<file path="config.mk">
export PLATFORM = sky130hd
export DESIGN_NAME = portwdt_top
export DESIGN_NICKNAME = d
export VERILOG_FILES = /design/src/rtl/portwdt_pkg.sv /design/src/rtl/portwdt_hostif.sv /design/src/rtl/portwdt_ticker.sv /design/src/rtl/portwdt_core.sv /design/src/rtl/portwdt_top.sv
export SDC_FILE = /design/constraint.sdc
export NUM_CORES = 1
export LEC_CHECK = 0
export BUFFER_PORTS_ARGS = -buffer_cell sky130_fd_sc_hd__buf_2
export CAP_MARGIN = 20
export CORE_MARGIN = 8
export CORE_UTILIZATION = 40
export CTS_CLUSTER_DIAMETER = 50
export DETAILED_ROUTE_END_ITERATION = 8
export GPL_ROUTABILITY_DRIVEN = 1
export PLACE_DENSITY = 0.54
export SYNTH_ARGS = -nofsm -noshare
export SYNTH_HDL_FRONTEND = slang
export SYNTH_SLANG_ARGS = --single-unit
</file>
<file path="constraint.sdc">
create_clock -name clk -period 6.3 [get_ports clk]
set_input_delay 0 -clock clk [delete_from_list [all_inputs] [get_ports clk]]
set_output_delay 0 -clock clk [all_outputs]
set_load 0.01 [all_outputs]
</file>
<file path="src/rtl/portwdt_pkg.sv">
package portwdt_pkg;

    localparam int DLY_W = 16;

    localparam logic [7:0] CMD_PROBE    = 8'h30;
    localparam logic [7:0] CMD_INDIRECT = 8'h89;
    localparam logic [7:0] CMD_ARM      = 8'h28;
    localparam logic [7:0] CMD_DISARM   = 8'h29;
    localparam logic [7:0] CMD_KICK     = 8'h2A;

    localparam logic [7:0] IDX_EN_HI  = 8'h58;
    localparam logic [7:0] IDX_EN_LO  = 8'h59;
    localparam logic [7:0] IDX_RST_HI = 8'h5E;
    localparam logic [7:0] IDX_RST_LO = 8'h5F;

    localparam logic [7:0] IDENT_BYTE = 8'h95;

    typedef enum logic [1:0] {
        PH_IDLE   = 2'd0,
        PH_ENABLE = 2'd1,
        PH_RESET  = 2'd2
    } phase_e;

    typedef enum logic [1:0] {
        SEQ_IDLE  = 2'd0,
        SEQ_INDEX = 2'd1,
        SEQ_VALUE = 2'd2
    } seq_e;

    typedef struct packed {
        logic arm;
        logic disarm;
        logic kick;
    } ctl_s;

    typedef struct packed {
        logic [DLY_W-1:0] en_dly;
        logic [DLY_W-1:0] rst_dly;
    } delays_s;

    function automatic logic [DLY_W-1:0] put_byte(input logic [DLY_W-1:0] old,
                                                  input logic hi,
                                                  input logic [7:0] b);
        return hi ? {b, old[7:0]} : {old[DLY_W-1:8], b};
    endfunction

endpackage

</file>
<file path="src/rtl/portwdt_hostif.sv">
module portwdt_hostif
    import portwdt_pkg::*;
(
    input  logic       clk,
    input  logic       rst,
    input  logic       bus_wr,
    input  logic       bus_rd,
    input  logic       bus_addr,
    input  logic [7:0] bus_wdata,
    output logic [7:0] bus_rdata,
    output delays_s    dly,
    output ctl_s       ctl
);
    seq_e       seq_q;
    logic [7:0] idx_q;
    logic       probe_q;
    delays_s    dly_q;

    logic cmd_wr, dat_wr, dat_rd;
    assign cmd_wr = bus_wr &  bus_addr;
    assign dat_wr = bus_wr & ~bus_addr;
    assign dat_rd = bus_rd & ~bus_addr;

    always_ff @(posedge clk) begin
        if (rst) begin
            seq_q   <= SEQ_IDLE;
            idx_q   <= 8'h00;
            probe_q <= 1'b0;
            dly_q   <= '0;
        end else begin
            if (dat_rd) probe_q <= 1'b0;
            if (cmd_wr) begin
                seq_q   <= (bus_wdata == CMD_INDIRECT) ? SEQ_INDEX : SEQ_IDLE;
                probe_q <= (bus_wdata == CMD_PROBE);
            end else if (dat_wr) begin
                unique case (seq_q)
                    SEQ_INDEX: begin
                        idx_q <= bus_wdata;
                        seq_q <= SEQ_VALUE;
                    end
                    SEQ_VALUE: begin
                        seq_q <= SEQ_IDLE;
                        unique case (idx_q)
                            IDX_EN_HI:  dly_q.en_dly  <= put_byte(dly_q.en_dly,  1'b1, bus_wdata);
                            IDX_EN_LO:  dly_q.en_dly  <= put_byte(dly_q.en_dly,  1'b0, bus_wdata);
                            IDX_RST_HI: dly_q.rst_dly <= put_byte(dly_q.rst_dly, 1'b1, bus_wdata);
                            IDX_RST_LO: dly_q.rst_dly <= put_byte(dly_q.rst_dly, 1'b0, bus_wdata);
                            default: ;
                        endcase
                    end
                    default: ;
                endcase
            end
        end
    end

    assign bus_rdata  = (dat_rd && probe_q) ? IDENT_BYTE : 8'h00;
    assign dly        = dly_q;
    assign ctl.arm    = cmd_wr && (bus_wdata == CMD_ARM);
    assign ctl.disarm = cmd_wr && (bus_wdata == CMD_DISARM);
    assign ctl.kick   = cmd_wr && (bus_wdata == CMD_KICK);

endmodule

</file>
<file path="src/rtl/portwdt_ticker.sv">
module portwdt_ticker #(
    parameter int TICK_CYCLES = 25_000_000
) (
    input  logic clk,
    input  logic rst,
    input  logic clr,
    input  logic run,
    output logic tick
);
    localparam int PW = (TICK_CYCLES > 1) ? $clog2(TICK_CYCLES) : 1;
    localparam logic [PW-1:0] LAST = PW'(TICK_CYCLES - 1);

    logic [PW-1:0] pcnt_q;

    always_ff @(posedge clk) begin
        if (rst || clr || !run)  pcnt_q <= '0;
        else if (pcnt_q == LAST) pcnt_q <= '0;
        else                     pcnt_q <= pcnt_q + 1'b1;
    end

    assign tick = run && (pcnt_q == LAST);

endmodule

</file>
<file path="src/rtl/portwdt_core.sv">
module portwdt_core
    import portwdt_pkg::*;
#(
    parameter int PULSE_CYCLES = 16
) (
    input  logic    clk,
    input  logic    rst,
    input  ctl_s    ctl,
    input  delays_s dly,
    input  logic    tick,
    output logic    tick_clr,
    output phase_e  phase,
    output logic    wdt_rst
);
    localparam int PCW = $clog2(PULSE_CYCLES + 1);
    localparam logic [PCW-1:0] PULSE_LOAD = PCW'(PULSE_CYCLES);

    phase_e           phase_q;
    logic [DLY_W-1:0] cnt_q;
    logic [PCW-1:0]   pulse_q;

    always_ff @(posedge clk) begin
        if (rst) begin
            phase_q <= PH_IDLE;
            cnt_q   <= '0;
            pulse_q <= '0;
        end else begin
            if (pulse_q != '0) pulse_q <= pulse_q - 1'b1;
            if (ctl.disarm) begin
                phase_q <= PH_IDLE;
            end else if (ctl.arm) begin
                if (dly.en_dly == '0) begin
                    phase_q <= PH_RESET;
                    cnt_q   <= dly.rst_dly;
                end else begin
                    phase_q <= PH_ENABLE;
                    cnt_q   <= dly.en_dly;
                end
            end else if (ctl.kick && phase_q != PH_IDLE) begin
                phase_q <= PH_RESET;
                cnt_q   <= dly.rst_dly;
            end else if (tick) begin
                unique case (phase_q)
                    PH_ENABLE: begin
                        if (cnt_q <= 1) begin
                            phase_q <= PH_RESET;
                            cnt_q   <= dly.rst_dly;
                        end else begin
                            cnt_q <= cnt_q - 1'b1;
                        end
                    end
                    PH_RESET: begin
                        if (cnt_q <= 1) begin
                            phase_q <= PH_IDLE;
                            pulse_q <= PULSE_LOAD;
                        end else begin
                            cnt_q <= cnt_q - 1'b1;
                        end
                    end
                    default: ;
                endcase
            end
        end
    end

    assign tick_clr = ctl.arm || (ctl.kick && phase_q != PH_IDLE);
    assign phase    = phase_q;
    assign wdt_rst  = (pulse_q != '0);

endmodule

</file>
<file path="src/rtl/portwdt_top.sv">
module portwdt_top
    import portwdt_pkg::*;
#(
    parameter int TICK_CYCLES  = 25_000_000,
    parameter int PULSE_CYCLES = 16
) (
    input  logic       clk,
    input  logic       rst,
    input  logic       bus_wr,
    input  logic       bus_rd,
    input  logic       bus_addr,
    input  logic [7:0] bus_wdata,
    output logic [7:0] bus_rdata,
    output logic       wdt_rst
);
    delays_s dly_w;
    ctl_s    ctl_w;
    phase_e  phase_w;
    logic    tick_w;
    logic    tick_clr_w;

    portwdt_hostif u_hostif (
        .clk       (clk),
        .rst       (rst),
        .bus_wr    (bus_wr),
        .bus_rd    (bus_rd),
        .bus_addr  (bus_addr),
        .bus_wdata (bus_wdata),
        .bus_rdata (bus_rdata),
        .dly       (dly_w),
        .ctl       (ctl_w)
    );

    portwdt_ticker #(.TICK_CYCLES(TICK_CYCLES)) u_ticker (
        .clk  (clk),
        .rst  (rst),
        .clr  (tick_clr_w),
        .run  (phase_w != PH_IDLE),
        .tick (tick_w)
    );

    portwdt_core #(.PULSE_CYCLES(PULSE_CYCLES)) u_core (
        .clk      (clk),
        .rst      (rst),
        .ctl      (ctl_w),
        .dly      (dly_w),
        .tick     (tick_w),
        .tick_clr (tick_clr_w),
        .phase    (phase_w),
        .wdt_rst  (wdt_rst)
    );

endmodule

</file>
==> flow_summary.yaml <==
timing:
  holdWs_ps: 8.951
  hold_violations: 0
  final.period_utilization_pct: 42.82
  timing_max_transition_violations_final: 0
  grt_setup_unrepaired: "false"
  setup_viols_final: 0
  fin_skew_ps: 6.296
  maxClockFrequency_mhz: 370.7
  final_period_minus_worst_setup_slack_ps: 2698
  worst_pin_slew_ps: 1002
  setup_tns_ps: 0
  max-slew-margin-rel_pct: 32.87
min_path:
  hold-path-endpoint: "u_hostif.idx_q[4]"
  timing.hold.worst.class: "primary input to flip-flop"
  number_of_cells_on_the_worst_hold_path: 3
  timing.hold.worst.start: "bus_wdata[4]"
routing:
  drcViolationCount: 0
  detail_route.first_pass.iterations: 5
  first_iter_violations: 209
  drt.antenna.violating_nets: 0
  vias_per_cell: 5.571
  num_vias: 3961
  detail_route.wl_per_cell_um: 16.48
  routed_wl_um: 11720
cells_and_area:
  num_antenna_cells: 0
  layout-drive-gt1-share_pct: 9.155
  nNetsFinal: 587
  layout.filler_cells: 1177
  area_growth_syn_to_layout_pct: 8.858
  final_core_utilization_pct: 44.36
clock_tree:
  cts_tree: "yes"
  cts_setup_buffers: 0
  cts_resized: 0
  cts_root_buf: "sky130_fd_sc_hd__clkbuf_16"
  h-tree-depth: 3
  cts.clk_slew.worst_paths_ps: 60
  ctsLongestPathBuffers: 2
  clock_sink_count: 91
  cts-buffers-inserted: 9
  worstSkewPairLatency_ps: 340
outcome:
  outcome: "complete, no violations"
global_routing:
  antenna_found_initial: 0
  grt_max_degree: 51
  grt_pass1_wl_um: 19580
  grt_pass1_vias: 3850
  total_overflow_reported_by_the_global_router: 0
  gr_usage_total_pct: 16.19
setup_path:
  crit_type: "flip-flop to flip-flop"
  worst-endpoint-arrival_ps: 2970
  r2r_setup_slack_ps: 3600
  cp_data_required_time_ps: 6570
  r2r-start: "u_core.cnt_q[5]"
  worst_r2r_path_depth: 6
  crit_fanout: 11
  end_kind: "flip-flop"
  setup.worst_path.start_class: "flip-flop"
  timing.rr.end: "u_core.cnt_q[7]"
synth:
  syn-mean-instance-area_um2: 8.215
  synthArstFlopShare_pct: 0
  post_synth_num_cell_types: 61
  synth.largest_area_cell: "sky130_fd_sc_hd__dfxtp_1"
  syn_inst: 564
  synth_edf_count: 0
  mappedNetlistArea_um2: 4633
  postSynthRegisterBits: 91
  most_common_cell_in_the_netlist: "sky130_fd_sc_hd__dfxtp_1"
  netlist_top_cells_area: "sky130_fd_sc_hd__dfxtp_1 39%, sky130_fd_sc_hd__nor2_1 6.5%, sky130_fd_sc_hd__mux2i_1 5.4%, sky130_fd_sc_hd__nand2_1 4.9%, sky130_fd_sc_hd__xor2_1 3.8%"
  netlist_top_cells_count: "91 x sky130_fd_sc_hd__dfxtp_1, 80 x sky130_fd_sc_hd__nor2_1, 60 x sky130_fd_sc_hd__nand2_1"
  synth_sequential_area_ratio_pct: 39.32
  yosysWarningCount: 0
  fraction_of_synthesized_cell_area_taken_by_the_top_area_cell_type_pct: 39.32
  synth_flop_type: "sky130_fd_sc_hd__dfxtp_1"
place:
  placement.io_buffers: 17
  place.detailed.hpwl_um: 8461
  gp_routability_congestion: 0.8599
pwr:
  vdd_ir_drop_max_v: 0.0001543
  switchingPower_mw: 0.2954
  pwr_density_cell_nw_per_um2: 245.2
  share_seq_of_total_power_pct: 48.2
  power.combinational.fraction_pct: 8.6
  clock_power_share_pct: 43.2
  power.share.switching_pct: 23.89
  power.static_leakage_nw: 1.929
  p_int_mw: 0.9412
floorplanning:
  core_area_um2: 11370
  initial_core_util_pct: 40.75
  num_rows: 39
  die_w_um: 123.6
  ioPinCount: 22
  fp.dieH_um: 123.6
  design.die.area_um2: 15280
job:
  max-cap-violations: 0
-- flip-flops by register name, indices dropped and copies added, names as in the netlist --
name / flops
u_ticker.pcnt_q: 25
u_hostif.probe_q: 1
u_hostif.dly: 32
u_core.phase: 2
u_hostif.seq_q: 2
u_core.cnt_q: 16
u_hostif.idx_q: 8
u_core.pulse_q: 5
-- timing repair --
| item | 4_1_cts | 5_1_grt |
|---|---|---|
| hold buffers | 1 | 0 |
| hold endpoints to repair | 1 | 0 |
| setup endpoints to repair | 0 | 0 |
-- critical path, cell delays in order, from the launching register on --
cell and delay, ps:
sky130_fd_sc_hd__dfxtp_1 380, sky130_fd_sc_hd__nor4_4 420, sky130_fd_sc_hd__nand3_2 270, sky130_fd_sc_hd__or3_1 400
sky130_fd_sc_hd__a31oi_1 810, sky130_fd_sc_hd__a21oi_1 210, sky130_fd_sc_hd__o21ai_2 150
-- placed cells by master, fill, tap and decap left out, drive strengths merged, types with 5 or more instances in the layout --
| master | synthesis | final |
|---|---|---|
| nor2 | 80 | 80 |
| nor3b | 5 | 5 |
| inv | 16 | 16 |
| buf | 12 | 17 |
| clkbuf | 19 | 12 |
| and2 | 6 | 6 |
| o21ai | 38 | 38 |
| xor2 | 20 | 20 |
| dfxtp | 91 | 91 |
| nand4 | 12 | 12 |
| ha | 9 | 9 |
| xnor2 | 11 | 11 |
| and3 | 8 | 8 |
| or3 | 6 | 6 |
| nor3 | 16 | 16 |
| a21oi | 34 | 34 |
| nand2 | 60 | 60 |
| nand3 | 35 | 35 |
| mux2i | 25 | 25 |
| nor4 | 10 | 10 |
-- metal layers --
layer  vias up  routed length, um  global-route usage (%)
li1       1963                  -                       -
met1      1901               5988                   23.34
met2        84               5052                   23.83
met3        13                514                   2.856
met4         0                163                   5.267
met5         -                  0                       0
-- worst max-delay path by stage --
stage,startpoint,end,cells after the start,slack [ps]
2_1_floorplan,u_core.cnt_q[2],u_core.cnt_q[2],7,4170
5_1_grt,u_core.cnt_q[5],u_core.cnt_q[11],6,3350
3_5_place_dp,u_core.cnt_q[5],u_core.cnt_q[11],6,3580
4_1_cts,u_core.cnt_q[5],u_core.cnt_q[11],6,3570
6_report,u_core.cnt_q[5],u_core.cnt_q[7],6,3600
3_3_place_gp,u_core.cnt_q[2],u_core.cnt_q[11],6,3630
-- final cells by class --
class | count | area (um2) | area share [%]
tap | 143 | 178.9 | 3.548
inverter | 17 | 63.81 | 1.265
clock buffer | 12 | 246.5 | 4.887
multi-input combinational | 428 | 2600 | 51.55
timing repair buffer | 18 | 95.09 | 1.885
clock inverter | 2 | 37.54 | 0.7442
sequential | 91 | 1822 | 36.12
-- cells by family after synthesis --
logic type,share of synthesized area [%]
xor+xnor,5.860
compound gates,13.50
simple gates,28.60
mux,5.401
other cells,0.08094
fa+ha+maj,2.431
flops,39.32
buf+inv,4.807
-- power by group through the flow --
stage               registers (mW)  clock network, mW  logic, mW
floorplan                    0.607                  0     0.0750
global placement             0.608                  0      0.103
detailed placement           0.609                  0      0.108
CTS                          0.596              0.544      0.109
global route                 0.597              0.566      0.119
finish                       0.596              0.534      0.107
-- per-stage QoR --
step | instances | power (mW) | setup slack, ps | area (um2)
floorplan | 567 | 0.6817 | 4170 | 4644
global placement | 696 | 0.7106 | 3625 | 4750
detailed placement | 696 | 0.7171 | 3584 | 4750
CTS | 711 | 1.249 | 3569 | 5044
global route | 711 | 1.282 | 3355 | 5044
finish | 711 | 1.237 | 3602 | 5044
No activity file was read; power rests on OpenSTA's default activity.
